File: config.mk
export PLATFORM = sky130hd
export DESIGN_NAME = pkt_unstuff
export DESIGN_NICKNAME = d
export VERILOG_FILES = /design/src/rtl/pkt_unstuff_pkg.sv /design/src/rtl/pkt_sym_decode.sv /design/src/rtl/pkt_out_stage.sv /design/src/rtl/pkt_unstuff.sv
export SDC_FILE = /design/constraint.sdc
export NUM_CORES = 1
export LEC_CHECK = 0
export CAP_MARGIN = 25
export CORE_MARGIN = 5
export CORE_UTILIZATION = 30
export CTS_CLUSTER_SIZE = 10
export DETAILED_ROUTE_END_ITERATION = 10
export SLEW_MARGIN = 0
export SYNTH_ARGS = -nofsm -noshare
export SYNTH_HDL_FRONTEND = slang
export SYNTH_SLANG_ARGS = --single-unit
export TNS_END_PERCENT = 100
File: constraint.sdc
create_clock -name clk -period 5.8 [get_ports clk]
set_input_delay 1.16 -clock clk [delete_from_list [all_inputs] [get_ports clk]]
set_output_delay 1.16 -clock clk [all_outputs]
set_load 0.02 [all_outputs]
File: src/rtl/pkt_unstuff_pkg.sv
package pkt_unstuff_pkg;
    localparam int BYTE_W = 8;

    localparam logic [BYTE_W-1:0] K_SOP  = 8'h7A;
    localparam logic [BYTE_W-1:0] K_EOP  = 8'h7B;
    localparam logic [BYTE_W-1:0] K_CHAN = 8'h7C;
    localparam logic [BYTE_W-1:0] K_ESC  = 8'h7D;
    localparam logic [BYTE_W-1:0] K_IDLE = 8'h4A;
    localparam logic [BYTE_W-1:0] K_PESC = 8'h4D;
    localparam logic [BYTE_W-1:0] K_FLIP = 8'h20;

    typedef enum logic [2:0] {
        SYM_DATA,
        SYM_IDLE,
        SYM_SOP,
        SYM_EOP,
        SYM_CHAN,
        SYM_ESC
    } sym_e;

    typedef enum logic [2:0] {
        ST_HUNT,
        ST_CHAN,
        ST_BODY,
        ST_BODY_ESC,
        ST_TAIL,
        ST_TAIL_ESC
    } state_e;
endpackage

File: src/rtl/pkt_sym_decode.sv
module pkt_sym_decode
    import pkt_unstuff_pkg::*;
(
    input  logic [BYTE_W-1:0] code_i,
    output sym_e              sym_o
);
    always_comb begin
        if (code_i == K_IDLE)
            sym_o = SYM_IDLE;
        else if (code_i == K_SOP)
            sym_o = SYM_SOP;
        else if (code_i == K_EOP)
            sym_o = SYM_EOP;
        else if (code_i == K_CHAN)
            sym_o = SYM_CHAN;
        else if (code_i == K_ESC || code_i == K_PESC)
            sym_o = SYM_ESC;
        else
            sym_o = SYM_DATA;
    end
endmodule

File: src/rtl/pkt_out_stage.sv
module pkt_out_stage #(
    parameter int W = 8
) (
    input  logic         clk,
    input  logic         rst_n,
    input  logic         load_i,
    input  logic [W-1:0] data_i,
    input  logic         sop_i,
    input  logic         eop_i,
    input  logic         ready_i,
    output logic         valid_o,
    output logic [W-1:0] data_o,
    output logic         sop_o,
    output logic         eop_o,
    output logic         free_o
);
    assign free_o = !valid_o || ready_i;

    always_ff @(posedge clk) begin
        if (!rst_n) begin
            valid_o <= 1'b0;
            data_o  <= '0;
            sop_o   <= 1'b0;
            eop_o   <= 1'b0;
        end else if (load_i) begin
            valid_o <= 1'b1;
            data_o  <= data_i;
            sop_o   <= sop_i;
            eop_o   <= eop_i;
        end else if (ready_i) begin
            valid_o <= 1'b0;
        end
    end

    // a stalled output keeps its byte and flags
    a_r12_hold: assert property (@(posedge clk) disable iff (!rst_n)
        (valid_o && !ready_i) |=> (valid_o && $stable(data_o) && $stable(sop_o) && $stable(eop_o)));
endmodule

File: src/rtl/pkt_unstuff.sv
module pkt_unstuff
    import pkt_unstuff_pkg::*;
#(
    parameter logic [7:0] CHANNEL_ID = 8'h00
) (
    input  logic       clk,
    input  logic       rst_n,
    input  logic       in_valid,
    input  logic [7:0] in_byte,
    output logic       in_ready,
    input  logic       out_ready,
    output logic       out_valid,
    output logic [7:0] out_byte,
    output logic       out_sop,
    output logic       out_eop,
    output logic       err_pulse
);
    state_e state, nxt;
    sym_e   sym;
    logic   acc, emit, flip, last, bad, restart, first_q;
    logic [BYTE_W-1:0] emit_byte;

    pkt_sym_decode u_dec (
        .code_i (in_byte),
        .sym_o  (sym)
    );

    assign acc = in_valid && in_ready;

    always_comb begin
        nxt     = state;
        emit    = 1'b0;
        flip    = 1'b0;
        last    = 1'b0;
        bad     = 1'b0;
        restart = 1'b0;
        if (acc && sym != SYM_IDLE) begin
            unique case (state)
                ST_HUNT: begin
                    if (sym == SYM_SOP) restart = 1'b1;
                end
                ST_CHAN: begin
                    if (in_byte == CHANNEL_ID) nxt = ST_BODY;
                    else bad = 1'b1;
                end
                ST_BODY: begin
                    case (sym)
                        SYM_SOP:  restart = 1'b1;
                        SYM_EOP:  nxt = ST_TAIL;
                        SYM_CHAN: nxt = ST_CHAN;
                        SYM_ESC:  nxt = ST_BODY_ESC;
                        default:  emit = 1'b1;
                    endcase
                end
                ST_BODY_ESC: begin
                    case (sym)
                        SYM_SOP:  restart = 1'b1;
                        SYM_DATA: begin emit = 1'b1; flip = 1'b1; nxt = ST_BODY; end
                        default:  bad = 1'b1;
                    endcase
                end
                ST_TAIL: begin
                    case (sym)
                        SYM_SOP:  restart = 1'b1;
                        SYM_ESC:  nxt = ST_TAIL_ESC;
                        SYM_DATA: begin emit = 1'b1; last = 1'b1; nxt = ST_HUNT; end
                        default:  bad = 1'b1;
                    endcase
                end
                ST_TAIL_ESC: begin
                    case (sym)
                        SYM_SOP:  restart = 1'b1;
                        SYM_DATA: begin emit = 1'b1; flip = 1'b1; last = 1'b1; nxt = ST_HUNT; end
                        default:  bad = 1'b1;
                    endcase
                end
                default: bad = 1'b1;
            endcase
            if (restart) nxt = ST_BODY;
            if (bad)     nxt = ST_HUNT;
        end
    end

    assign emit_byte = flip ? (in_byte ^ K_FLIP) : in_byte;

    always_ff @(posedge clk) begin
        if (!rst_n) state <= ST_HUNT;
        else        state <= nxt;
    end

    always_ff @(posedge clk) begin
        if (!rst_n) begin
            first_q   <= 1'b0;
            err_pulse <= 1'b0;
        end else begin
            err_pulse <= bad;
            if (restart)   first_q <= 1'b1;
            else if (emit) first_q <= 1'b0;
        end
    end

    pkt_out_stage #(.W(BYTE_W)) u_out (
        .clk     (clk),
        .rst_n   (rst_n),
        .load_i  (emit),
        .data_i  (emit_byte),
        .sop_i   (first_q),
        .eop_i   (last),
        .ready_i (out_ready),
        .valid_o (out_valid),
        .data_o  (out_byte),
        .sop_o   (out_sop),
        .eop_o   (out_eop),
        .free_o  (in_ready)
    );

    // idle filler neither errors nor moves the machine
    a_r3_idle_inert: assert property (@(posedge clk) disable iff (!rst_n)
        (acc && in_byte == K_IDLE) |=> (!err_pulse && state == $past(state)));

    // noise while hunting is dropped
    a_r2_hunt_drop: assert property (@(posedge clk) disable iff (!rst_n)
        (acc && state == ST_HUNT && in_byte != K_SOP) |=> (state == ST_HUNT && !err_pulse));

    // a wrong channel number is flagged
    a_r5_chan_err: assert property (@(posedge clk) disable iff (!rst_n)
        (acc && state == ST_CHAN && in_byte != K_IDLE && in_byte != CHANNEL_ID) |=> err_pulse);

    // escaped data comes out with bit 5 flipped
    a_r6_unescape: assert property (@(posedge clk) disable iff (!rst_n)
        (acc && (state == ST_BODY_ESC || state == ST_TAIL_ESC) && sym == SYM_DATA)
        |=> (out_valid && out_byte == ($past(in_byte) ^ K_FLIP)));

    // the byte after the end marker closes the packet
    a_r9_close: assert property (@(posedge clk) disable iff (!rst_n)
        (acc && state == ST_TAIL && sym == SYM_DATA) |=> (out_valid && out_eop && state == ST_HUNT));

    // an error lasts one cycle and leaves the parser hunting
    a_r11_err_pulse: assert property (@(posedge clk) disable iff (!rst_n)
        err_pulse |-> (state == ST_HUNT));
    a_r11_err_single: assert property (@(posedge clk) disable iff (!rst_n)
        err_pulse |=> !err_pulse);
endmodule

## Yosys cells after proc, flatten, opt, wreduce, memory -nomap -nowiden

Index checks and enable logic that the tools add are counted.

| operators by class | value |
|---|---|
| multiplexer cells | 35 |
| eq/ne operators | 21 |
| bitwise operators | 1 |
| reduce and logical (&&, ||, !) cells | 21 |

Operators with widths:

| kind | count |
|---|---|
| equality test 8 x 7 -> 1 bit (second input constant) | 6 |
| 2-to-1 mux 3 bit | 10 |
| 2-to-1 mux 1 bit | 19 |
| one-hot mux 3 bit (5 select lines) | 1 |
| equality test 3 x 2 -> 1 bit (second input constant) | 4 |
| equality test 3 bit (second input constant) | 4 |
| one-hot mux 3 bit (3 select lines) | 1 |
| zero test 8 bit | 1 |
| != test 4 bit (second input constant) | 2 |
| OR reduction 2 bit | 4 |
| AND reduction 7 bit | 1 |
| nonzero test 7 bit | 1 |
| zero test 3 bit | 2 |
| 2-to-1 mux 6 bit | 1 |
| != test 6 x 4 -> 1 bit (second input constant) | 1 |
| one-hot mux 3 bit (2 select lines) | 1 |
| OR reduction 3 bit | 2 |
| != test 5 x 4 -> 1 bit (second input constant) | 1 |
| OR reduction 5 bit | 1 |
| != test 4 x 3 -> 1 bit (second input constant) | 1 |
| one-hot mux 1 bit (4 select lines) | 1 |
| nonzero test 2 bit | 2 |
| OR reduction 4 bit | 1 |
| equality test 3 x 1 -> 1 bit (second input constant) | 1 |
| 7 further kinds | 9 |

| word-level totals | value |
|---|---|
| logic and storage cells | 85 |
| bits in registers | 16 |
| input bits | 12 |

## Depth between registers and ports, before layout

Gate-level depths: netlist of the first run.

| logic depth | value |
|---|---|
| depth in word-level cells | 14 |
| gate-level depth with buffers | 10 |

## Cells and area by module

Synthesis of the first run repeated with hierarchy kept, for this count alone.

| unflattened totals | value |
|---|---|
| cells, all modules | 120 |
| area, all modules | 1,032.2 µm² |

By module, submodules not included:

| module | sequential area each (µm²) | cells each | times used | area each (µm²) |
|---|---|---|---|---|
| pkt_unstuff | 100.1 | 71 | 1 | 528.0 |
| pkt_out_stage | 220.2 | 36 | 1 | 415.4 |
| pkt_sym_decode | 0.0 | 13 | 1 | 88.8 |

## Worst setup path after synthesis of the first run

OpenSTA, ideal clock, no wires.

| path | value |
|---|---|
| path type | input to register |
| from | in in_byte[5] |
| to | reg state[1] |
| arrival | 2.663 ns |
| path slack | 3.007 ns |
| setup time | 0.130 ns |
| stages | 7 |
| cells stage by stage | buf_4 > or3b_4 > a21o_1 > a221oi_1 > nand2b_1 > nand4bb_1 > o311ai_1 |

| between the ends | value |
|---|---|
| word-level cells in the longest chain between the ends | 14 |
| elaborated cells on any way between the ends | 41 |
| those cells by class | 16 x eq/ne; 17 x mux; 8 x reduce/logical |

RTL lines:

| what | line | text |
|---|---|---|
| start: declaration | pkt_unstuff.sv:9 | `input logic [7:0] in_byte,` |
| equality test 8 x 7 -> 1 bit | pkt_sym_decode.sv:16 | `else if (code_i == K_ESC \|\| code_i == K_PESC)` |
| logical OR 1 bit | pkt_sym_decode.sv:16 |  |
| 2-to-1 mux 3 bit | pkt_sym_decode.sv:16 |  |
| 2-to-1 mux 3 bit | pkt_sym_decode.sv:14 | `else if (code_i == K_CHAN)` |
| 2-to-1 mux 3 bit | pkt_sym_decode.sv:12 | `else if (code_i == K_EOP)` |
| 2-to-1 mux 3 bit | pkt_sym_decode.sv:10 | `else if (code_i == K_SOP)` |
| 2-to-1 mux 3 bit | pkt_sym_decode.sv:8 | `if (code_i == K_IDLE)` |
| equality test 3 x 2 -> 1 bit (tied with other cells) | n/a |  |
| OR reduction 3 bit (no line) or OR reduction 2 bit (tied branches) | n/a |  |
| 2-to-1 mux 1 bit, on equally long branches | pkt_unstuff.sv:63, pkt_unstuff.sv:56, pkt_unstuff.sv:71 |  |
| one-hot mux 1 bit (4 select lines) | pkt_unstuff.sv:38 | `unique case (state)` |
| 2-to-1 mux 1 bit | pkt_unstuff.sv:37 | `if (acc && sym != SYM_IDLE) begin` |
| != test 6 x 4 -> 1 bit (no line) (tied with other cells) | n/a |  |
| AND reduction 7 bit (no line) | n/a |  |
| end signal: assignment | pkt_unstuff.sv:88 | `else state <= nxt;` |
| end: declaration | pkt_unstuff.sv:18 | `state_e state, nxt;` |

Parallel ways exist; a longest one is shown, timed or not. The select of a mux whose other input is x is not followed.
A chain may end at the register's enable or synchronous reset.

## Worst setup path after layout of the first run

| path | value |
|---|---|
| from | in out_ready |
| to | out in_ready |

| between the ends | value |
|---|---|
| word-level cells in the longest chain between the ends | 1 |

RTL lines:

| what | line | text |
|---|---|---|
| start: declaration | pkt_unstuff.sv:11 | `input logic out_ready,` |
| logical OR 1 bit | pkt_out_stage.sv:17 | `assign free_o = !valid_o \|\| ready_i;` |
| end: declaration | pkt_unstuff.sv:10 | `output logic in_ready,` |

No other way between the ends.

==> impl_metrics.csv, run 1 <==
group,metric,value,unit
logic_synthesis,yosysTopAreaCellShare,25.5,%
logic_synthesis,synth_top_cells_by_area,"sky130_fd_sc_hd__dfxtp_1 (25%), sky130_fd_sc_hd__a21oi_1 (5.6%), sky130_fd_sc_hd__o21ai_0 (5.2%)",
route,post_drt_wl_per_cell,15.7,um
cts,cts_repair_resize_count,0,
sta,hold_viol_final,0,
logic_synthesis,synth-edff-count,0,
critical_path,worst_setup_path_start_kind,"primary input",
logic_synthesis,postSynthCellCount,145,
cts,cts_max_level,1,
logic_synthesis,net_count_after_synthesis,159,
logic_synthesis,dominantRegCellSynth,"sky130_fd_sc_hd__dfxtp_1",
sta,fin_ws,2.24,ns
finish,multiInputGateArea,861,um2
finish,register_area,320,um2
global_route,vias_in_the_first_global_route,1128,
place,io_buffer_count,24,
critical_path,cp_slowest_stage_delay,0.63,ns
pwr,p_leak,0.488,nW
finish,antennaDiodeCount,0,
place,dp.final_hpwl,2.66,mm
critical_path,cp_cell_sequence,"clkdlybuf4s50_1 > nand2b_1 > clkdlybuf4s50_1",
place,place.detailed.instances,211,
logic_synthesis,mappedNetlistArea,1260,um2
sta,max_freq,0.281,GHz
place,placement_stage_worst_setup_slack,2.19,ns
floorplan,core,4030,um2
floorplan,floorplan.die.height,74.7,um
place,postPlaceCellArea,1510,um2
sta,number_of_max_slew_violations_in_the_final_report,0,
route,drt_first_pass_iters,4,
logic_synthesis,synthesis.yosys.warnings,0,
floorplan,fp.dieW,74.7,um
route,average_via_count_per_standard_cell,5.60,
logic_synthesis,synth.lib_cells_used.distinct,55,
floorplan,dieArea,5580,um2
sta,unrepaired_setup_endpoints_after_global_routing,"false",
floorplan,placement_rows,23,
finish,final_cell_area,1560,um2
cts,clk-insertion-delay-late,0.25,ns
route,first_iter_violations,113,
critical_path,highest_delay_cell_along_the_critical_path,"sky130_fd_sc_hd__clkdlybuf4s50_1",
critical_path,worst_setup_path_end_kind,"output pin",
sta,post-route-period-util,61.4,%
critical_path,critical_path_class,"in -> out",
global_route,globalRoute.totalOverflow,0,
critical_path,worstPathArrival,2.40,ns
floorplan,floorplan.initialDensity,31.2,%
finish,layout-area-overhead-vs-synth,24.3,%
finish,final-instance-count-excl-fill,215,
cts,clk_pin_slew_worst_paths,0.06,ns
sta,fin_skew,0.00492,ns
sta,worst_slew_pin_slew,0.571,ns
sta,timing.final.setup_violations,0,
global_route,grt_first_pass_wirelength,5.49,mm
sta,fin_tns_setup,0,ns
critical_path,worstPathMaxFanout,3,
route,drt.antenna.violating_nets,0,
global_route,grt_max_degree,15,
global_route,grt_usage,12.7,%
min_path,hold_class,"reg -> reg",
pwr,finalPower,331,uW
sta,minimum_clock_period,3.56,ns
logic_synthesis,synthArstFlopShare,0,%
cts,cts-root-to-sink-buffers,2,
global_route,antenna_found_initial,0,
cts,cts.repair_timing.setup_buffer_count,0,
cts,tritoncts,"built",
logic_synthesis,netlist.top_cell.by_area,"sky130_fd_sc_hd__dfxtp_1",
finish,post_route_cells_drive_above_1_share,13.9,%
cts,numCtsBuffers,3,
route,detail_route.drc_violations,0,
finish,nFillCells,417,
flow_run,max_cap_viol_count,0,
finish,finalNetCount,180,
logic_synthesis,synth-seq-cells,16,
pwr,vdd_drop_max,0.0606,mV
cts,hold_fix_buffer_count_after_cts,0,
cts,clkSinkCount,16,
route,route.final.wire_length,3.38,mm
outcome,status,"completed",
critical_path,crit_path_frequent_cell,"sky130_fd_sc_hd__clkdlybuf4s50_1",
logic_synthesis,seq_area_frac_synth,25.5,%
cts,cts_root_buffer,"sky130_fd_sc_hd__clkbuf_8",
logic_synthesis,mean_instance_size_in_the_synthesized_netlist,8.66,um2
pwr,power_density,212,nW/um2
place,globalplace.congestion,0.909,
route,detailroute.via_count,1205,
critical_path,required,4.64,ns
sta,slew-limit-headroom,62.0,%
floorplan,io_pins,25,
[worst max-delay path, delay by kind of cell]
family / cells / cell delay, ns
buffers and inverters: 2 / 1.07
AND/OR/NAND/NOR: 1 / 0.16
[worst paths after layout]
check	slack (ns)	cells after the start	start	endpoint
max reg2reg	3.28	8	state[1]$_SDFFE_PN0P_	state[0]$_SDFFE_PN0P_
min	0.46	2	first_q$_SDFFE_PN0P_	u_out.sop_o$_SDFFE_PN0P_
min reg2reg	0.46	2	first_q$_SDFFE_PN0P_	u_out.sop_o$_SDFFE_PN0P_
max	2.24	3	out_ready	in_ready
[placed cells by master, fill, tap and decap left out, types with 3 or more instances in the layout]
| cell type | instances |
|---|---|
| sky130_fd_sc_hd__nand3_1 | 10 |
| sky130_fd_sc_hd__o21ai_0 | 13 |
| sky130_fd_sc_hd__a21o_1 | 3 |
| sky130_fd_sc_hd__clkbuf_8 | 4 |
| sky130_fd_sc_hd__nor3_1 | 5 |
| sky130_fd_sc_hd__nand2b_1 | 6 |
| sky130_fd_sc_hd__nor2b_1 | 3 |
| sky130_fd_sc_hd__nor2_1 | 5 |
| sky130_fd_sc_hd__inv_1 | 4 |
| sky130_fd_sc_hd__dfxtp_1 | 16 |
| sky130_fd_sc_hd__clkdlybuf4s50_1 | 24 |
| sky130_fd_sc_hd__nand2_1 | 10 |
| sky130_fd_sc_hd__a21oi_1 | 14 |
| sky130_fd_sc_hd__nand4b_1 | 3 |
[routing by layer]
layer  up-vias  global-route usage (%)  share of wire (%)
li1        597                       -                  -
met4         0                    5.93                2.0
met5         -                       0                  0
met3         8                    1.20                4.1
met1       569                    17.7                 46
met2        31                    19.7                 48
[Yosys cell counts, types with 2 or more instances]
cell type and n:
sky130_fd_sc_hd__nor3_1 5, sky130_fd_sc_hd__nor2b_1 3, sky130_fd_sc_hd__nand3_1 10, sky130_fd_sc_hd__o311a_1 2, sky130_fd_sc_hd__o311ai_1 2, sky130_fd_sc_hd__nand4b_1 3
sky130_fd_sc_hd__nand2b_1 6, sky130_fd_sc_hd__o21ai_0 13, sky130_fd_sc_hd__nand2_1 10, sky130_fd_sc_hd__or4_1 2, sky130_fd_sc_hd__o31a_1 2, sky130_fd_sc_hd__buf_6 2
sky130_fd_sc_hd__ha_1 2, sky130_fd_sc_hd__dfxtp_1 16, sky130_fd_sc_hd__buf_2 2, sky130_fd_sc_hd__a21o_1 3, sky130_fd_sc_hd__a21oi_1 14, sky130_fd_sc_hd__xnor2_1 2
sky130_fd_sc_hd__inv_1 4, sky130_fd_sc_hd__clkbuf_1 2, sky130_fd_sc_hd__nor2_1 5, sky130_fd_sc_hd__buf_4 2
[logic make-up after synthesis]
group,Yosys count,share of synthesized area [%]
simple gates,59,31.6
compound gates,53,33.6
flops,16,25.5
buf+inv,13,5.98
xor+xnor,2,1.39
fa+ha+maj,2,1.99
[per-stage QoR]
step / utilization (%) / hold slack [ns]
4_1_cts: 38.8 / 0.466
6_report: 38.8 / 0.463
3_5_place_dp: 37.4 / 0.463
3_3_place_gp: 37.4 / 0.450
2_1_floorplan: - / 0.440
5_1_grt: 38.8 / 0.502
[layout make-up]
cell class	instances	area share [%]
Multi-Input combinational cell	116	55.1
Tap cell	50	4.01
Clock buffer	4	3.53
Inverter	4	0.962
Timing Repair Buffer	25	15.9
Sequential cell	16	20.5
[power breakdown]
part	switching [mW]	internal (mW)	leakage (nW)	total, mW
sequential	0.00575	0.113	0.129	0.119
clock	0.0361	0.0601	0.0288	0.0962
combinational	0.0672	0.0488	0.331	0.116
total	0.109	0.222	0.488	0.331
[flip-flops by register name, summed over array words and instances (netlist names)]
name,cells
err_pulse,1
first_q,1
state,3
u_out.data_o,8
u_out.eop_o,1
u_out.sop_o,1
u_out.valid_o,1
Power figures use the tool's default switching activity.
==> run 2, diff against run 1 <==
==> constraint.sdc (replaced) <==
create_clock -name clk -period 3.04 [get_ports clk]
set_input_delay 0.608 -clock clk [delete_from_list [all_inputs] [get_ports clk]]
set_output_delay 0.608 -clock clk [all_outputs]
set_load 0.02 [all_outputs]
==> impl_metrics.csv, run 2 (synthesis results as in run 1) <==
group,metric,value,unit
route,drt.antenna.violating_nets,0,
sta,timing.final.setup_violations,0,
place,io_buffer_count,24,
critical_path,critical_path_class,"in -> reg",
critical_path,rrSetupSlack,0.57,ns
floorplan,dieArea,5580,um2
route,first_iter_violations,78,
critical_path,highest_delay_cell_along_the_critical_path,"sky130_fd_sc_hd__or4_4",
pwr,power_density,395,nW/um2
sta,slew-limit-headroom,48.8,%
place,placement_stage_worst_setup_slack,0.0773,ns
critical_path,timing.critical_path.from,"in_byte[4]",
min_path,hold_class,"reg -> reg",
critical_path,critical_path.reg2reg.endpoint,"state[0]$_SDFFE_PN0P_",
finish,final-instance-count-excl-fill,225,
critical_path,worstSetupPathDepth,8,
critical_path,required,3.19,ns
cts,cts.repair_timing.setup_buffer_count,0,
place,globalplace.congestion,0.979,
cts,cts-root-to-sink-buffers,2,
critical_path,cp_cell_sequence,"clkdlybuf4s50_1 > buf_4 > or4_4 > o2111a_1 > nor3_2 > nor4b_2 > nand4b_1 > o311ai_2",
critical_path,cp_slowest_stage_delay,0.54,ns
floorplan,io_pins,25,
critical_path,cpLargestDelayFamily,"simple AND/OR/NAND/NOR gates",
global_route,grt_first_pass_wirelength,5.77,mm
sta,hold_viol_final,0,
cts,numCtsBuffers,3,
cts,clk-insertion-delay-late,0.25,ns
sta,number_of_max_slew_violations_in_the_final_report,0,
critical_path,crit_end,"state[0]$_SDFFE_PN0P_",
sta,max_freq,0.365,GHz
pwr,p_leak,0.536,nW
cts,hold_fix_buffer_count_after_cts,0,
place,place.detailed.instances,221,
finish,nFillCells,409,
floorplan,floorplan.initialDensity,31.2,%
cts,tritoncts,"built",
cts,clk_pin_slew_worst_paths,0.06,ns
global_route,antenna_found_initial,0,
finish,antennaDiodeCount,0,
route,average_via_count_per_standard_cell,5.68,
critical_path,worstPathMaxFanout,5,
critical_path,crit-reg2reg-launch,"state[1]$_SDFFE_PN0P_",
critical_path,timing.critical_path.buf_inv,2,
critical_path,worstPathArrival,2.89,ns
finish,layout_commonest_cell,"sky130_fd_sc_hd__clkdlybuf4s50_1",
route,detailroute.via_count,1277,
pwr,vdd_drop_max,0.135,mV
route,detail_route.drc_violations,0,
global_route,grt_max_degree,15,
global_route,grt_usage,13.1,%
sta,unrepaired_setup_endpoints_after_global_routing,"false",
sta,worst_hold_slack,0.470,ns
outcome,status,"completed",
flow_run,max_cap_viol_count,0,
global_route,vias_in_the_first_global_route,1246,
route,drt_first_pass_iters,4,
sta,fin_ws,0.300,ns
route,post_drt_wl_per_cell,15.5,um
sta,post-route-period-util,90.1,%
floorplan,placement_rows,23,
finish,largest-register,"u_out.data_o",
floorplan,floorplan.die.height,74.7,um
finish,post_route_cells_drive_above_1_share,18.9,%
critical_path,worst_setup_path_start_kind,"primary input",
cts,cts_max_level,1,
finish,share_of_the_core_filled_with_cells,40.6,%
critical_path,worst_setup_path_end_kind,"register",
cts,cts_root_buffer,"sky130_fd_sc_hd__clkbuf_8",
finish,finalNetCount,190,
global_route,globalRoute.totalOverflow,0,
place,dp.final_hpwl,2.75,mm
sta,fin_skew,0.00580,ns
route,route.final.wire_length,3.49,mm
sta,worst_slew_pin_slew,0.765,ns
pwr,finalPower,645,uW
finish,flip_flop_count_of_the_largest_register_after_layout,8,
finish,biggestRegsByFlops,"u_out.data_o (8), state (3)",
floorplan,core,4030,um2
cts,cts_repair_resize_count,0,
cts,clkSinkCount,16,
critical_path,worstRegToRegCells,8,
finish,layout-area-overhead-vs-synth,30.1,%
floorplan,fp.dieW,74.7,um
sta,minimum_clock_period,2.74,ns
finish,most-common-layout-cells,"sky130_fd_sc_hd__clkdlybuf4s50_1 (24), sky130_fd_sc_hd__dfxtp_1 (16), sky130_fd_sc_hd__a21oi_1 (14), sky130_fd_sc_hd__o21ai_0 (13)",
run 2: changes by cell type in the layout (fill, tap and decap cells not counted):
cell / delta
sky130_fd_sc_hd__buf_2: +1
sky130_fd_sc_hd__buf_4: +9
run 2: per-layer routing:
layer	track usage [%]	wire length, um
met2	20.2	1690
met5	0	0
met4	8.89	92
met1	17.1	1510
met3	1.47	185
run 2: worst min path at each step:
| stage | slack [ns] | end | startpoint | cells past startpoint |
|---|---|---|---|---|
| 6_report | 0.47 | u_out.sop_o$_SDFFE_PN0P_ | first_q$_SDFFE_PN0P_ | 2 |
| 5_1_grt | 0.50 | first_q$_SDFFE_PN0P_ | first_q$_SDFFE_PN0P_ | 2 |
| 4_1_cts | 0.47 | u_out.sop_o$_SDFFE_PN0P_ | first_q$_SDFFE_PN0P_ | 2 |
| 3_5_place_dp | 0.47 | u_out.sop_o$_SDFFE_PN0P_ | first_q$_SDFFE_PN0P_ | 2 |
| 3_3_place_gp | 0.47 | u_out.sop_o$_SDFFE_PN0P_ | first_q$_SDFFE_PN0P_ | 2 |
| 2_1_floorplan | 0.44 | u_out.sop_o$_SDFFE_PN0P_ | first_q$_SDFFE_PN0P_ | 2 |
run 2: final cells by class:
| type | instances | area (um2) | share of cell area [%] |
|---|---|---|---|
| well taps | 50 | 62.6 | 3.83 |
| flip-flops and latches | 16 | 320 | 19.6 |
| multi-input cells | 116 | 861 | 52.7 |
| clock buffers | 4 | 55.1 | 3.37 |
| repair buffers | 35 | 320 | 19.6 |
| inverters | 4 | 15.0 | 0.919 |
run 2: power by group:
part | switching (mW) | internal [mW]
logic | 0.132 | 0.0974
registers | 0.0105 | 0.216
clock network | 0.0734 | 0.115
total | 0.216 | 0.429
run 2: worst reg2reg max path, delay by kind of cell, from the launching register on:
family / cells / cell delay [ns]
adders and majority gates: 1 / 0.31
buffers and inverters: 1 / 0.13
AOI/OAI and AO/OA: 5 / 1.16
and+or+nand+nor: 1 / 0.24
DFF: 1 / 0.50
run 2: metrics by stage:
step | setup TNS [ns] | instance area (um2)
2_1_floorplan | 0 | 1260
3_3_place_gp | -0.0128 | 1570
3_5_place_dp | 0 | 1580
4_1_cts | 0 | 1630
5_1_grt | 0 | 1630
6_report | 0 | 1630
